**src/rtl/lsm_pkg.sv**
```systemverilog
package lsm_pkg;

    typedef enum logic [1:0] {
        MON_IDLE  = 2'd0,
        MON_POLL  = 2'd1,
        MON_PULSE = 2'd2,
        MON_DONE  = 2'd3
    } mon_state_e;

    // Converts a time in microseconds to a cycle count, minimum one cycle.
    function automatic int us_to_cycles(input int khz, input int us);
        longint c;
        c = (longint'(khz) * longint'(us)) / 1000;
        if (c < 1) c = 1;
        return int'(c);
    endfunction

endpackage

```
**src/rtl/lsm_interval.sv**
```systemverilog
module lsm_interval #(
    parameter int LIMIT = 10
) (
    input  logic clk,
    input  logic rst_n,
    input  logic clr,
    input  logic en,
    output logic hit
);
    localparam int W = $clog2(LIMIT + 1);
    localparam logic [W-1:0] LAST = W'(LIMIT - 1);

    logic [W-1:0] cnt_d, cnt_q;

    always_comb begin
        hit   = en && (cnt_q == LAST);
        cnt_d = cnt_q;
        if (clr) begin
            cnt_d = '0;
        end else if (en) begin
            cnt_d = hit ? '0 : cnt_q + W'(1);
        end
    end

    always_ff @(posedge clk or negedge rst_n) begin
        if (!rst_n) cnt_q <= '0;
        else        cnt_q <= cnt_d;
    end
endmodule

```
**src/rtl/lsm_classify.sv**
```systemverilog
module lsm_classify #(
    parameter logic [5:0] STALL_CODE = 6'h0D
) (
    input  logic [5:0] ltssm_state,
    input  logic       link_up,
    input  logic       in_training,
    input  logic       rx_valid,
    output logic       linked,
    output logic       stalled
);
    always_comb begin
        linked  = link_up && !in_training;
        stalled = !linked && (ltssm_state == STALL_CODE) && !rx_valid;
    end
endmodule

```
**src/rtl/link_stall_mon.sv**
```systemverilog
module link_stall_mon #(
    parameter int CLK_KHZ   = 50000,
    parameter int POLL_US   = 10,
    parameter int PULSE_US  = 3000,
    parameter int MAX_POLLS = 4000
) (
    input  logic       clk,
    input  logic       rst_n,
    input  logic       start,
    input  logic [5:0] ltssm_state,
    input  logic       link_up,
    input  logic       in_training,
    input  logic       rx_valid,
    output logic       ovrd_rx_data_en,
    output logic       ovrd_rx_pll_en,
    output logic       link_ok,
    output logic       link_fail
);
    import lsm_pkg::*;

    localparam int POLL_CYC  = us_to_cycles(CLK_KHZ, POLL_US);
    localparam int PULSE_CYC = us_to_cycles(CLK_KHZ, PULSE_US);
    localparam int CNT_W     = $clog2(MAX_POLLS + 1);
    localparam logic [CNT_W-1:0] BUDGET = CNT_W'(MAX_POLLS);

    typedef struct packed {
        mon_state_e       st;
        logic [CNT_W-1:0] polls;
        logic             ok;
        logic             fail;
    } mon_regs_t;

    mon_regs_t r_d, r_q;

    logic linked, stalled;
    logic poll_hit, pulse_hit;
    logic [CNT_W-1:0] polls_inc;

    lsm_classify u_class (
        .ltssm_state (ltssm_state),
        .link_up     (link_up),
        .in_training (in_training),
        .rx_valid    (rx_valid),
        .linked      (linked),
        .stalled     (stalled)
    );

    lsm_interval #(.LIMIT(POLL_CYC)) u_poll_tmr (
        .clk   (clk),
        .rst_n (rst_n),
        .clr   (start || (r_q.st != MON_POLL)),
        .en    (!start && (r_q.st == MON_POLL)),
        .hit   (poll_hit)
    );

    lsm_interval #(.LIMIT(PULSE_CYC)) u_pulse_tmr (
        .clk   (clk),
        .rst_n (rst_n),
        .clr   (start || (r_q.st != MON_PULSE)),
        .en    (!start && (r_q.st == MON_PULSE)),
        .hit   (pulse_hit)
    );

    always_comb begin
        r_d       = r_q;
        polls_inc = r_q.polls + CNT_W'(1);
        if (start) begin
            r_d.st    = MON_POLL;
            r_d.polls = '0;
            r_d.ok    = 1'b0;
            r_d.fail  = 1'b0;
        end else begin
            unique case (r_q.st)
                MON_POLL: begin
                    if (poll_hit) begin
                        if (linked) begin
                            r_d.ok = 1'b1;
                            r_d.st = MON_DONE;
                        end else begin
                            r_d.polls = polls_inc;
                            if (stalled) begin
                                r_d.st = MON_PULSE;
                            end else if (polls_inc >= BUDGET) begin
                                r_d.fail = 1'b1;
                                r_d.st   = MON_DONE;
                            end
                        end
                    end
                end
                MON_PULSE: begin
                    if (pulse_hit) begin
                        if (r_q.polls >= BUDGET) begin
                            r_d.fail = 1'b1;
                            r_d.st   = MON_DONE;
                        end else begin
                            r_d.st = MON_POLL;
                        end
                    end
                end
                default: ;
            endcase
        end
    end

    always_ff @(posedge clk or negedge rst_n) begin
        if (!rst_n) begin
            r_q.st    <= MON_IDLE;
            r_q.polls <= '0;
            r_q.ok    <= 1'b0;
            r_q.fail  <= 1'b0;
        end else begin
            r_q <= r_d;
        end
    end

    assign ovrd_rx_data_en = (r_q.st == MON_PULSE);
    assign ovrd_rx_pll_en  = (r_q.st == MON_PULSE);
    assign link_ok         = r_q.ok;
    assign link_fail       = r_q.fail;
endmodule

```
**config.mk**
```make
export PLATFORM = sky130hd
export DESIGN_NAME = link_stall_mon
export DESIGN_NICKNAME = d
export VERILOG_FILES = /design/src/rtl/lsm_pkg.sv /design/src/rtl/lsm_interval.sv /design/src/rtl/lsm_classify.sv /design/src/rtl/link_stall_mon.sv
export SDC_FILE = /design/constraint.sdc
export NUM_CORES = 1
export LEC_CHECK = 0
export CELL_PAD_IN_SITES_DETAIL_PLACEMENT = 1
export CELL_PAD_IN_SITES_GLOBAL_PLACEMENT = 1
export CORE_ASPECT_RATIO = 1.25
export CORE_MARGIN = 2
export CORE_UTILIZATION = 52
export DETAILED_ROUTE_END_ITERATION = 10
export DONT_BUFFER_PORTS = 1
export PLACE_DENSITY = 0.93
export SLEW_MARGIN = 10
export SYNTH_ARGS = -nofsm -noshare
export SYNTH_HDL_FRONTEND = slang
export SYNTH_SLANG_ARGS = --single-unit
```
**constraint.sdc**
```tcl
create_clock -name clk -period 3.7 [get_ports clk]
set_input_delay 0.555 -clock clk [delete_from_list [all_inputs] [get_ports clk]]
set_output_delay 0.555 -clock clk [all_outputs]
set_load 0.01 [all_outputs]
```
# Word-level counts from Yosys, hierarchy flattened
# Cells that the tools add are included.
# Widths: inputs -> output; s select.
# totals
register_bits	43
out_inout_bits	4
word_cells	72
# classes
addsub	3
n_reduce_logical	23
order_cmp	2
n_eq_ne	15
mux	23
# ops
op	n
$mux 18	3
$mux 16	2
$mux 9	3
$ge 12x12->1 const B	2
$add 18x1->18 const B	1
$eq 18x18->1 const B	1
$mux 13	1
$add 12x1->12 const B	1
$mux 12	1
$mux 2	5
$reduce_bool 2->1	5
$add 9x1->9 const B	1
$eq 9x9->1 const B	1
$ne 3x2->1 const B	3
$ne 3x3->1 const B	3
$logic_and 1x1->1	7
$reduce_and 7->1	1
$eq 6x4->1 const B	1
$mux 1	6
$reduce_and 3->1	2
$ne 5x4->1 const B	1
$logic_not 1->1	4
$ne 2x2->1 const B	2
$pmux 2 s2	1
other kinds (7)	8

# Logic depth before layout (Yosys ltp)
# logic_depth
word_depth	10
depth_mapped	8
mapped_depth_nobuf	7

# Hierarchy
# Synthesis repeated with hierarchy kept, for this count alone.
# hier_totals
hier_cells	281
hier_area_um2	2631.3
# modules_own_cells
mod	n_inst	area_per_inst_um2	seq_area_each_um2	cells_each
lsm_interval (u_pulse_tmr)	1	1071.0	450.4	113
link_stall_mon	1	1016.0	400.4	111
lsm_interval (u_poll_tmr)	1	509.2	225.2	53
lsm_classify	1	35.0	0.0	4

# Worst setup path before layout
# No wires, ideal clock.
# synth_timing
path_type	reg2reg
start	reg u_poll_tmr.cnt_q[0]
end	reg r_q[11] in the netlist's numbering
stages_incl_launch_ff	8
path_buffers	0
setup_time_ns	0.132
slack_ns	1.895
arrival_time_ns	1.673
t_required_ns	3.568
path_cell_list	dfrtp_1 > ha_1 > nand4b_1 > nor4_4 > nand4_4 > nor3_2 > xnor2_1 > nor2_1
# synth_via
elab_chain_len	4
# synth_lines
element	line_no	rtl
start, declared	lsm_interval.sv:13	logic [W-1:0] cnt_d, cnt_q;
start signal, assigned	lsm_interval.sv:27	else cnt_q <= cnt_d;
$eq 9x9->1	lsm_interval.sv:16	hit = en && (cnt_q == LAST);
$logic_and 1x1->1	lsm_interval.sv:16	
$reduce_bool 2->1 (no line)	-	
$reduce_and 3->1 (no line)	-	
end signal, assigned	link_stall_mon.sv:112	r_q <= r_d;
end, declared	link_stall_mon.sv:33	mon_regs_t r_d, r_q;
# Every way passes these cells.
# A chain may end at the register's enable or synchronous reset.

# Worst setup path in the final report
# layout_timing
start	reg u_poll_tmr.cnt_q[0]
end	reg r_q[12] in the netlist's numbering
# Same word-level chain as after synthesis.

==> impl.org <==
** Detailed routing
- Before antenna repair, the detailed router went through 4 iterations.
- Routed via count :: 1787
- For this block, the routed nets add up to 5390 um of wire.
- Routed wire length per instance :: 17.4 um
- In the routed design, unresolved DRC markers number 0.
- For this block, the initial DRC count from the detailed router was 70.
- Avg Vias per Cell :: 5.78
- The count of nets left with antenna violations once routing finished came out at 0.

** Timing
- Clock skew after layout :: 9.91 ps
- Fin. max-slew vios :: 0
- The number of hold violations in the final report is 0.
- For the pin with the worst max-slew slack, the measured transition is 670 ps.
- Based on the critical path, the design can be clocked at up to 0.455 GHz.
- Measured against its own limit, the worst slew margin works out to 55.0%.
- Setup violations remaining at the end of the flow were counted as 0.
- The worst path in the final design needs a cycle of 2200 ps, including I/O delays and setup.
- Setup repair after global routing missed its margin :: no
- Part of the cycle the worst path needs :: 59.5%
- Total negative setup slack :: 0 ps
- In the post-route analysis, the smallest setup slack over all paths is 1500 ps.

** Power and ir drop
- LEAKAGE :: 0.00101 uW
- IR analysis of the VDD net gives a maximum drop of 187 uV.
- Power spread over the standard cell area amounts to 337 nW/um^2.

** Synth
- Post-synth top area share :: 46.7%
- Sequential elements use 46.7% of the synthesized area.
- Counting flops with an async set or reset pin after synthesis yields a share of 100%.
- The mapped netlist covers 2310 um^2.
- Main synth FF type :: dfrtp_1
- Dividing the synthesized area by the synthesized cell count gives 9.22 um^2.
- Cell taking the most area after synthesis :: dfrtp_1
- Counting every net in the synthesized netlist gives 266.
- Yosys instantiated no cell more often than nor2_1.
- Synth top area cells :: dfrtp_1, nor2_1, xnor2_1
- In this run, distinct cell masters in the synthesized netlist total 42.
- EDFF count, synth :: 0
- Most numerous cell types in the synthesized netlist :: nor2_1, dfrtp_1, xnor2_1, xor2_1
- Yosys printed 0 warnings.
- Number of synthesized register bits :: 43
- Cells after Synth :: 250

** Run status
- Run status :: completed

** Floorplanning
- Total Die Area :: 4990 um^2
- Die H :: 78.5 um
- 16 I/O pins were placed.
- The die is 63.6 um wide.
- The floorplan step defined a core boundary enclosing 4320 um^2.
- Row generation in the floorplan step produced 27 rows.
- Initial core utilization :: 53.3%

** CTS
- Counting along the longest clock path gives a buffer depth of 2.
- In this run, post-CTS repair resized a total of 0 instances.
- For this design, the sink count on the clock tree is 43.
- The root buffer cell chosen for the clock tree is clkbuf_8.
- Cts bufs inserted :: 5
- At the later pin of the worst-skew pair, clock insertion delay measures 300 ps.
- Clock slew seen by the registers of the worst setup and hold paths :: 80 ps
- Number of levels in the clock H-tree :: 2
- CTS tree :: yes

** Placed design
- RD Place Congestion :: 0.771
- Pre-CTS setup slack :: 1540 ps
- Number of port buffers :: 0
- Half-perimeter wire length after detailed placement :: 3760 um

** Worst setup path
- Signal arrival time at the worst endpoint :: 2390 ps
- The worst setup path is launched from a flop.
- Startpoint of the most critical register-to-register path :: u_poll_tmr.cnt_q[0]$_DFF_PN0_
- For the worst setup path, the data required time is 3890 ps.
- STA classifies the critical path endpoint as a flop.
- Highest fanout seen on the critical path :: 9
- Crit path launch :: u_poll_tmr.cnt_q[0]$_DFF_PN0_
- Kind of critical path :: flop to flop

** Global route
- The via count of the first global-routing pass was 1844.
- Number of antenna violations at the first check in global routing :: 0
- Global routing finished with a remaining overflow of 0.
- Overall Global Routing Usage :: 24.0%
- Pin count of the biggest net entering global routing :: 44
- Global-route wire length before repair :: 9140 um

** Flow run
- Across the run, the number of max-cap violations was 0.

** Cells and area
- Ratio of cells with drive above 1 in the final layout :: 5.98%
- Count of fill cells added during filler insertion :: 532
- Layout net count :: 266
- The repair_antennas step left the layout with diodes totalling 0.
- Area grow syn2layout :: 6.73%
- Post-layout util :: 56.9%

** Worst hold path
- The worst hold path belongs to the class input port to async pin.
## cell families after synthesis
logic type                 share of synthesized area (%)
AOI/OAI and AO/OA                                   5.43
xor gates and xnor gates                            12.9
adders and majority gates                           2.17
buffers and inverters                               3.26
DFF                                                 46.7
muxes                                              0.434
and+or+nand+nor                                     29.1
## state kept, by name (all words and copies together), names as in the netlist
signal	flops
u_pulse_tmr.cnt_q	18
link_fail	1
r_q	14
link_ok	1
u_poll_tmr.cnt_q	9
## where the power goes
part	total [uW]	internal, uW	leakage [uW]	switching [uW]
clock network	329	170	0.0000515	158
logic	24.5	7.92	0.000362	16.6
registers	476	472	0.000593	3.36
total	829	651	0.00101	178
## final cells by class
cell class / count / area [um^2] / area share (%)
tap: 58 / 72.6 / 2.95
clock buffer: 8 / 100 / 4.07
timing repair buffer: 1 / 20.0 / 0.813
inverter: 10 / 37.5 / 1.53
sequential: 43 / 1080 / 43.7
multi-input combinational: 189 / 1150 / 46.9
## metal layers
layer  wire [um]  up-vias  track usage, %
met3         118       11            4.30
met4         129        0            9.57
met5           0        -               0
met1        2250      906            28.6
li1            -      843               -
met2        2890       27            42.6
## critical path: stages, from the launching register on
cell and delay [ps]:
dfrtp_1 400, ha_1 280, nand4b_1 210, nor4_4 620
nand2_1 180, nor2_1 200, xnor2_1 160, nor2_1 60
## cells in the final DEF (no fill, tap or decap), types with 2 or more instances in the layout
cell type | synthesis | routed
ha_1 | 4 | 4
nand2b_1 | 3 | 3
nor2b_1 | 2 | 2
dfrtp_1 | 43 | 43
clkbuf_8 | 0 | 7
nand4_1 | 8 | 8
and3_1 | 5 | 5
nand2_1 | 16 | 16
o21ai_0 | 5 | 5
xnor2_1 | 17 | 17
nor3_1 | 5 | 5
a21oi_1 | 6 | 6
nand4b_1 | 2 | 2
nor2_1 | 56 | 56
or3_1 | 4 | 4
xor2_1 | 17 | 17
inv_1 | 10 | 10
nor4b_1 | 2 | 2
nand3_1 | 16 | 16
## final timing paths
kind | endpoint | cells after the start | slack [ps]
worst min register to register | u_poll_tmr.cnt_q[0]$_DFF_PN0_ | 1 | 500
worst max-delay path | r_q[12]$_DFFE_PN0P_ | 7 | 1500
max in group asynchronous | u_pulse_tmr.cnt_q[5]$_DFF_PN0_ | 1 | 3390
worst max register to register | r_q[12]$_DFFE_PN0P_ | 7 | 1500
worst min-delay path | r_q[7]$_DFFE_PN0P_ | 1 | 100
min in group clk | r_q[7]$_DFFE_PN0P_ | 1 | 310
## per-stage QoR
step | power, uW | instance area, um^2 | instances | hold WS, ps
floorplan | 497 | 2310 | 250 | 259
global placement | 497 | 2340 | 300 | 262
detailed placement | 498 | 2340 | 300 | 261
CTS | 840 | 2460 | 309 | 100
global route | 858 | 2460 | 309 | 107
finish | 829 | 2460 | 309 | 96.5
## timing repair
action | 4_1_cts | 5_1_grt
setup buffers | 0 | 0
hold buffers | 1 | 0
hold endpoints to repair | 43 | 0
Note: power is estimated with default switching activity, not from simulation.
